File: config.mk
export PLATFORM = sky130hd
export DESIGN_NAME = auto_range_ctrl
export DESIGN_NICKNAME = d
export VERILOG_FILES = /design/src/rtl/agc_pkg.sv /design/src/rtl/agc_gain_stepper.sv /design/src/rtl/agc_sequencer.sv /design/src/rtl/agc_launch_phase.sv /design/src/rtl/agc_result_reg.sv /design/src/rtl/auto_range_ctrl.sv
export SDC_FILE = /design/constraint.sdc
export NUM_CORES = 1
export LEC_CHECK = 0
export ABC_CLOCK_PERIOD_IN_PS = 2000
export CAP_MARGIN = 20
export CORE_ASPECT_RATIO = 0.75
export CORE_MARGIN = 4
export CORE_UTILIZATION = 43
export CTS_CLUSTER_DIAMETER = 120
export DETAILED_ROUTE_END_ITERATION = 10
export PLACE_DENSITY = 0.81
export SKIP_CTS_REPAIR_TIMING = 1
export SLEW_MARGIN = 20
export SYNTH_ARGS = -nofsm -noshare
export SYNTH_HDL_FRONTEND = slang
export SYNTH_SLANG_ARGS = --single-unit
File: constraint.sdc
create_clock -name clk -period 2 [get_ports clk]
set_input_delay 0.6 -clock clk [delete_from_list [all_inputs] [get_ports clk]]
set_output_delay 0.6 -clock clk [all_outputs]
set_load 0.01 [all_outputs]
File: src/rtl/agc_pkg.sv
package agc_pkg;

  typedef enum logic [2:0] {
    ST_IDLE,
    ST_RANGE,
    ST_LAUNCH,
    ST_ARM,
    ST_WAIT
  } agc_state_e;

  // Next gain code for one step; over-range wins and both ends saturate.
  function automatic int code_after_step(int code, int top_code, logic over, logic under);
    if (over) return (code > 0) ? code - 1 : code;
    if (under) return (code < top_code) ? code + 1 : code;
    return code;
  endfunction

  // A step is wanted only when it would actually move the code.
  function automatic logic step_wanted(int code, int top_code, logic over, logic under);
    return code_after_step(code, top_code, over, under) != code;
  endfunction

endpackage

File: src/rtl/agc_gain_stepper.sv
module agc_gain_stepper
  import agc_pkg::*;
#(
  parameter int GAIN_W = 3
) (
  input  logic              clk,
  input  logic              rst_n,
  input  logic              step_en,
  input  logic              over,
  input  logic              under,
  output logic [GAIN_W-1:0] gain,
  output logic              step_needed
);

  localparam int TOP_CODE = (1 << GAIN_W) - 1;

  logic [GAIN_W-1:0] gain_next;

  always_comb begin
    gain_next   = GAIN_W'(code_after_step(int'(gain), TOP_CODE, over, under));
    step_needed = step_wanted(int'(gain), TOP_CODE, over, under);
  end

  always_ff @(posedge clk or negedge rst_n) begin
    if (!rst_n) begin
      gain <= '0;
    end else if (step_en) begin
      gain <= gain_next;
    end
  end

endmodule

File: src/rtl/agc_sequencer.sv
module agc_sequencer
  import agc_pkg::*;
(
  input  logic       clk,
  input  logic       rst_n,
  input  logic       start,
  input  logic       step_needed,
  input  logic       cc,
  output agc_state_e state,
  output logic       step_en,
  output logic       launch_req,
  output logic       capture,
  output logic       busy,
  output logic       conv_phase
);

  agc_state_e state_next;

  always_comb begin
    state_next = state;
    unique case (state)
      ST_IDLE:   if (start) state_next = ST_RANGE;
      ST_RANGE:  if (!step_needed) state_next = ST_LAUNCH;
      ST_LAUNCH: state_next = ST_ARM;
      ST_ARM:    if (cc) state_next = ST_WAIT;
      ST_WAIT:   if (!cc) state_next = ST_IDLE;
      default:   state_next = ST_IDLE;
    endcase
  end

  always_ff @(posedge clk or negedge rst_n) begin
    if (!rst_n) state <= ST_IDLE;
    else        state <= state_next;
  end

  // The start edge itself does not step; every step after it costs one clock.
  assign step_en    = ((state == ST_IDLE) && !start) || (state == ST_RANGE);
  assign launch_req = (state == ST_LAUNCH);
  assign capture    = (state == ST_WAIT) && !cc;
  assign busy       = (state != ST_IDLE);
  assign conv_phase = (state == ST_LAUNCH) || (state == ST_ARM) || (state == ST_WAIT);

endmodule

File: src/rtl/agc_launch_phase.sv
module agc_launch_phase (
  input  logic clk,
  input  logic rst_n,
  input  logic launch_req,
  output logic cvt_start
);

  // Retimed on the falling edge: the converter sees its start half a clock
  // after the controller settles.
  always_ff @(negedge clk or negedge rst_n) begin
    if (!rst_n) cvt_start <= 1'b0;
    else        cvt_start <= launch_req;
  end

endmodule

File: src/rtl/agc_result_reg.sv
module agc_result_reg #(
  parameter int DATA_W = 12,
  parameter int GAIN_W = 3
) (
  input  logic              clk,
  input  logic              rst_n,
  input  logic              capture,
  input  logic [DATA_W-1:0] data_in,
  input  logic [GAIN_W-1:0] gain_in,
  output logic [DATA_W-1:0] result,
  output logic [GAIN_W-1:0] range_code
);

  always_ff @(posedge clk or negedge rst_n) begin
    if (!rst_n) begin
      result     <= '0;
      range_code <= '0;
    end else if (capture) begin
      result     <= data_in;
      range_code <= gain_in;
    end
  end

endmodule

File: src/rtl/auto_range_ctrl.sv
module auto_range_ctrl
  import agc_pkg::*;
#(
  parameter int DATA_W = 12,
  parameter int GAIN_W = 3
) (
  input  logic              clk,
  input  logic              rst_n,
  input  logic              start_i,
  input  logic              over_i,
  input  logic              under_i,
  input  logic              cvt_cc_i,
  input  logic [DATA_W-1:0] cvt_data_i,
  output logic [GAIN_W-1:0] gain_o,
  output logic              cvt_start_o,
  output logic              busy_o,
  output logic [DATA_W-1:0] result_o,
  output logic [GAIN_W-1:0] range_o
);

  agc_state_e state;
  logic       step_en;
  logic       step_needed;
  logic       launch_req;
  logic       capture;
  logic       conv_phase;

  agc_gain_stepper #(.GAIN_W(GAIN_W)) u_stepper (
    .clk         (clk),
    .rst_n       (rst_n),
    .step_en     (step_en),
    .over        (over_i),
    .under       (under_i),
    .gain        (gain_o),
    .step_needed (step_needed)
  );

  agc_sequencer u_seq (
    .clk         (clk),
    .rst_n       (rst_n),
    .start       (start_i),
    .step_needed (step_needed),
    .cc          (cvt_cc_i),
    .state       (state),
    .step_en     (step_en),
    .launch_req  (launch_req),
    .capture     (capture),
    .busy        (busy_o),
    .conv_phase  (conv_phase)
  );

  agc_launch_phase u_launch (
    .clk        (clk),
    .rst_n      (rst_n),
    .launch_req (launch_req),
    .cvt_start  (cvt_start_o)
  );

  agc_result_reg #(.DATA_W(DATA_W), .GAIN_W(GAIN_W)) u_result (
    .clk        (clk),
    .rst_n      (rst_n),
    .capture    (capture),
    .data_in    (cvt_data_i),
    .gain_in    (gain_o),
    .result     (result_o),
    .range_code (range_o)
  );

endmodule

# Word level (Yosys, flattened, before mapping)
# Index checks and enable logic that the tools add are counted.
# word_totals
mem_bits_rw	0
latch_bits	0
elab_cells	40
romBits	0
out_inout_bits	20
in_bits	18
memories	0
reg_bits	22
# op_classes
n_eq_ne	9
muxes	14
n_reduce_logical	8
multipliers	0
bitwise	0
div_mod_pow	0
order_cmp	2
n_shift	0
addsub	2
# op_table
cell	n
$mux 32	6
$ne 32x4->1	1
$pmux 3 s5	1
$mux 3	4
$ne 2x2->1 const B	4
$eq 3x2->1 const B	2
$add 3x1->4 const B	1
$reduce_and 4->1	1
$sub 3x1->4 const B	1
$eq 3x1->1 const B	1
$eq 3x3->1 const B	1
$gt 3x1->1 const B	1
$logic_not 3->1	1
$lt 3x3->1 const B	1
$mux 1	3
$reduce_bool 3->1	1
$logic_and 1x1->1	2
$logic_not 1->1	2
$logic_or 1x1->1	1

# Depth between registers and ports, before layout
# Gate-level depths: netlist of run 1.
# depth
ltp_word	9
mapped_depth	6
depth_no_buf	6

# Cells and area by module
# Synthesis of run 1 repeated with hierarchy kept, for this count alone.
# hier_totals
hier_cells	89
hier_area_um2	1139.8
# modules_own_cells
module	seq_area_each_um2	n_inst	cells_each	area_each_um2
agc_result_reg	375.4	1	32	613.1
agc_gain_stepper	75.1	1	37	311.5
agc_sequencer	75.1	1	19	190.2
agc_launch_phase	25.0	1	1	25.0

==> impl_metrics.csv, run 1 <==
group,metric,value,unit
global_routing,grt_pass1_wl,3.92,mm
logic_synthesis,syn_avg_cell_area,12.3,µm²
global_routing,gr-total-overflow,0,
die,fp.coreArea,2310,µm²
placed_design,place_congestion,0.762,
logic_synthesis,synth_edf_count,0,
clocking,cts_tree,"built",
placed_design,dp_hpwl,1.85,mm
timing,hold_viol_final,0,
finish,n_antenna_cell,0,
worst_setup_path,endpoint_kind,"output pin",
die,pin_count,38,
hold_path,hold_path.class,"flip-flop to flip-flop",
die,initial_utilization,45.6,%
finish,fin_nets,152,
die,fp.dieW,65.2,µm
timing,setup_ws,-0.405,ns
worst_setup_path,slowest_delay,0.39,ns
logic_synthesis,ys_top_cells_by_area,"dfrtp_1, mux2_2, ha_1",
power,powerDensity,1460,nW/µm²
die,die_h,50.9,µm
route,drtIter0Drc,26,
timing,setup_viol,1,
logic_synthesis,ys.flop_type,"dfrtp_1",
worst_setup_path,critPathRequiredTime,1.40,ns
route,wire_per_inst,14.3,µm
clocking,clockBufferDepth,2,
timing,setup-tns-final,-0.405,ns
worst_setup_path,crit_family,"flip-flops",
worst_setup_path,startpoint_type,"flip-flop",
power,leakagePower,0.663,nW
clocking,htree_num_levels,1,
outcome,violations,"setup timing",
global_routing,antenna_found_initial,0,
worst_setup_path,crit_arrival,1.80,ns
logic_synthesis,yosysTopAreaCellShare,49.9,%
timing,slew-limit-headroom,76.4,%
timing,fin_skew,0.00720,ns
logic_synthesis,ys_seq_area_share,52.3,%
logic_synthesis,postSynth.asyncResetShare,100,%
timing,drv_slew,0,
logic_synthesis,yosys.area.top_type,"dfrtp_1",
finish,syn_to_final_growth,47.5,%
worst_setup_path,critical_path_buf_inv_count,1,
logic_synthesis,ys_types,31,
logic_synthesis,ys_warn_count,0,
clocking,cts_buffers,3,
placed_design,portBuffers,37,
finish,final_common_cell,"clkdlybuf4s50_1",
global_routing,grt_use_total,15.5,%
worst_setup_path,crit_chain,"buf_2",
logic_synthesis,syn-num-nets,107,
logic_synthesis,synth-seq-cells,22,
clocking,clkSinkCount,22,
worst_setup_path,slowest_stage,"dfrtn_1",
die,dieArea,3310,µm²
finish,final_cell_mix,"clkdlybuf4s50_1, dfrtp_1, mux2_2, nand3_1, buf_4",
power,finalPower,2.27,mW
clocking,cts_root_buffer,"clkbuf_4",
global_routing,grt_pass1_vias,837,
route,route.vias.total,853,
power,ir_drop,0.000595,V
clocking,clkSlewWorstSetupHoldPaths,0.11,ns
route,routed_wl,2.35,mm
timing,whs,0.515,ns
timing,worst_pin_slew,0.345,ns
route,via_per_inst,5.20,
route,drcViolationCount,0,
outcome,status,"complete, but fails checks",
logic_synthesis,syn_inst,86,
finish,drive_gt1_share,24.6,%
clocking,clk_latency,0.30,ns
logic_synthesis,syn-cell-area,1050,µm²
route,detail-route-antenna-nets,0,
worst_setup_path,crit_fanout,1,
die,core.rowCount,15,
job,maxCapViolations,0,
timing,rsz0062_at_grt,"yes",
route,firstDrtPassIters,4,
global_routing,grt_max_degree,22,
worst_setup_path,crit_type,"flip-flop to output pin",
[layer usage]
| layer | up-vias | GRT usage (%) | routed length (µm) |
|---|---|---|---|
| met1 | 414 | 19.4 | 1030 |
| met2 | 30 | 26.0 | 1150 |
| met5 | - | 0 | 0 |
| met4 | 0 | 4.83 | 22 |
| li1 | 407 | - | - |
| met3 | 2 | 4.62 | 151 |
[cell families after synthesis]
| group | share of synthesized area [%] |
|---|---|
| DFF | 52.3 |
| AOI/OAI and AO/OA | 13.4 |
| and+or+nand+nor | 10.6 |
| muxes | 16.0 |
| buffers and inverters | 4.16 |
| adders and majority gates | 3.56 |
[path summary, 6_finish.rpt]
kind / start / endpoint / slack [ns] / cells past startpoint
worst max-delay path: u_launch.cvt_start / cvt_start_o / -0.40 / 1
worst min-delay path: u_result.result[10] / u_result.result[10] / 0.52 / 1
worst max register to register: u_seq.state[1] / u_launch.cvt_start / 0.25 / 2
worst min register to register: u_result.result[10] / u_result.result[10] / 0.52 / 1
max in group asynchronous: rst_n / u_launch.cvt_start / 0.52 / 1
min in group asynchronous: rst_n / u_result.result[4] / 0.67 / 2
[per-stage QoR]
stage / instance area (µm²) / std cells / util [%] / setup slack, ns
after floorplan: 1050 / 86 / - / -0.0122
after global placement: 1500 / 160 / 65.1 / -0.490
after detailed placement: 1500 / 160 / 65.1 / -0.494
after CTS: 1560 / 164 / 67.4 / -0.832
after global routing: 1550 / 164 / 67.3 / -0.466
final: 1550 / 164 / 67.3 / -0.405
[sequential cells by signal (all words and copies together), names as in the netlist]
| register | cells |
|---|---|
| u_launch.cvt_start | 1 |
| u_seq.state | 3 |
| u_result.result | 12 |
| u_stepper.gain | 3 |
| u_result.range_code | 3 |
[power by group]
part / total, mW / internal [mW] / switching (mW)
clock network: 0.331 / 0.202 / 0.128
registers: 0.789 / 0.655 / 0.134
logic: 1.15 / 0.653 / 0.498
total: 2.27 / 1.51 / 0.760
[cell usage after synthesis, types with 2 or more instances]
cell	instances
inv_2	2
o21a_1	2
nand3_1	5
a211oi_1	2
nor3_1	4
inv_1	4
dfrtp_1	21
o22ai_1	2
o21ai_0	2
nand2_1	2
buf_2	2
mux2_2	15
a21oi_1	3
ha_1	3
[area by class of cell]
type                            count  area, µm²
Sequential cell                    22        552
Tap cell                           34       42.5
Inverter                            6       22.5
Clock buffer                        3       22.5
Fill cell                         174        754
Timing Repair Buffer               43        425
Clock inverter                      1       30.0
Multi-Input combinational cell     55        459
Power figures use the tool's default switching activity.
==> inputs of run 2 (changes only) <==
Settings changed: SETUP_SLACK_MARGIN set to 0.1.
==> impl_metrics.csv, run 2 (synthesis gave the netlist of run 1 again) <==
group,metric,value,unit
outcome,status,"complete, but fails checks",
outcome,violations,"setup timing",
finish,stdcell_count,166,
worst_setup_path,endpoint_kind,"output pin",
placed_design,place_congestion,0.762,
worst_setup_path,critical_path_buf_inv_count,1,
die,fp.dieW,65.2,µm
clocking,htree_num_levels,1,
hold_path,holdPathStages,1,
global_routing,antenna_found_initial,0,
timing,rsz0062_at_grt,"yes",
route,route.vias.total,864,
worst_setup_path,slowest_stage,"dfrtn_1",
job,maxCapViolations,0,
finish,final_common_cell,"clkdlybuf4s50_1",
placed_design,dp_hpwl,1.85,mm
worst_setup_path,crit_chain,"buf_2",
power,intPower,1.54,mW
global_routing,gr-total-overflow,0,
die,initial_utilization,45.6,%
worst_setup_path,r2r_cells,2,
route,wire_per_inst,14.3,µm
global_routing,grt_max_degree,22,
finish,fin_nets,154,
power,p_comb_share,51.4,%
timing,worst_pin_slew,0.346,ns
worst_setup_path,rrSetupSlack,0.25,ns
clocking,cts_buffers,3,
route,firstDrtPassIters,4,
finish,final_cell_mix,"clkdlybuf4s50_1, dfrtp_1, mux2_2, buf_4, nand3_1",
worst_setup_path,crit_arrival,1.80,ns
route,via_per_inst,5.20,
placed_design,portBuffers,37,
route,routed_wl,2.38,mm
timing,whs,0.515,ns
timing,setup_ws,-0.405,ns
clocking,clkSlewWorstSetupHoldPaths,0.11,ns
route,drcViolationCount,0,
timing,hold_viol_final,0,
finish,largest_reg_flops,12,
placed_design,placedCellCount,160,
die,core.rowCount,15,
timing,setup_viol,1,
hold_path,min_from,"u_result.result[10]",
worst_setup_path,crit_family,"flip-flops",
hold_path,worstHoldEndpoint,"u_result.result[10]",
finish,drive_gt1_share,26.5,%
power,powerDensity,1470,nW/µm²
route,detail-route-antenna-nets,0,
timing,drv_slew,0,
die,pin_count,38,
global_routing,grt_use_total,15.5,%
finish,n_antenna_cell,0,
global_routing,grt_pass1_vias,837,
die,die_h,50.9,µm
worst_setup_path,crit_fanout,1,
worst_setup_path,r2r_end,"u_launch.cvt_start",
power,pwr-share-seq,34.3,%
worst_setup_path,crit_type,"flip-flop to output pin",
power,switchingPower,767,µW
finish,syn_to_final_growth,49.1,%
timing,setup-tns-final,-0.405,ns
clocking,cts_root_buffer,"clkbuf_4",
power,p_sw_share,33.3,%
worst_setup_path,slowest_delay,0.39,ns
clocking,cts_tree,"built",
power,ir_drop,0.000594,V
die,dieArea,3310,µm²
die,fp.coreArea,2310,µm²
power,clkPwrFrac,14.3,%
route,drtIter0Drc,32,
global_routing,grt_pass1_wl,3.92,mm
timing,slew-limit-headroom,76.4,%
finish,largest_register,"u_result.result",
worst_setup_path,critPathRequiredTime,1.40,ns
clocking,clockBufferDepth,2,
clocking,clkSinkCount,22,
worst_setup_path,r2r_start,"u_seq.state[1]",
hold_path,hold_path.class,"flip-flop to flip-flop",
worst_setup_path,startpoint_type,"flip-flop",
placed_design,place_ws,-0.494,ns
timing,fin_skew,0.00664,ns
clocking,clk_latency,0.30,ns
power,leakagePower,0.672,nW
[run 2: cell types whose count changed in the layout (fill, tap and decap cells not counted)]
cell,previous run,this run
dfrtp_1,20,19
buf_4,5,7
dfrtp_2,1,2
[run 2: worst max path at each step]
| stage | from | to | slack [ns] | cells after the start |
|---|---|---|---|---|
| floorplan | u_launch.cvt_start | cvt_start_o | -0.01 | 0 |
| global placement | u_launch.cvt_start | cvt_start_o | -0.49 | 1 |
| detailed placement | u_launch.cvt_start | cvt_start_o | -0.49 | 1 |
| CTS | u_launch.cvt_start | cvt_start_o | -0.83 | 1 |
| global route | u_launch.cvt_start | cvt_start_o | -0.47 | 1 |
| finish | u_launch.cvt_start | cvt_start_o | -0.40 | 1 |
[run 2: area by class of cell]
cell class	count	area, µm²
timing repair buffer	45	440
tap	34	42.5
clock buffer	3	22.5
inverter	6	22.5
multi-input combinational	55	459
sequential	22	553
clock inverter	1	30.0
fill	173	738
[run 2: metal layers]
| layer | wire length [µm] | global-route usage, % | vias up |
|---|---|---|---|
| met5 | 0 | 0 | - |
| met2 | 1170 | 26.0 | 32 |
| met3 | 152 | 4.62 | 2 |
| met4 | 22 | 4.83 | 0 |
| li1 | - | - | 412 |
| met1 | 1030 | 19.4 | 418 |
[run 2: stage by stage]
step / area [µm²] / total power, mW / utilization (%)
3_5_place_dp: 1500 / 1.97 / 65.1
5_1_grt: 1570 / 2.46 / 68.0
3_3_place_gp: 1500 / 1.92 / 65.1
2_1_floorplan: 1050 / 1.37 / -
6_report: 1570 / 2.30 / 68.0
4_1_cts: 1560 / 2.30 / 67.4
[run 2: power groups by stage]
stage / Combinational [mW] / Clock (mW) / Sequential [mW]
finish: 1.18 / 0.330 / 0.789
floorplan: 0.493 / 0 / 0.880
CTS: 1.17 / 0.343 / 0.792
global route: 1.28 / 0.360 / 0.825
detailed placement: 1.17 / 0 / 0.801
global placement: 1.13 / 0 / 0.788
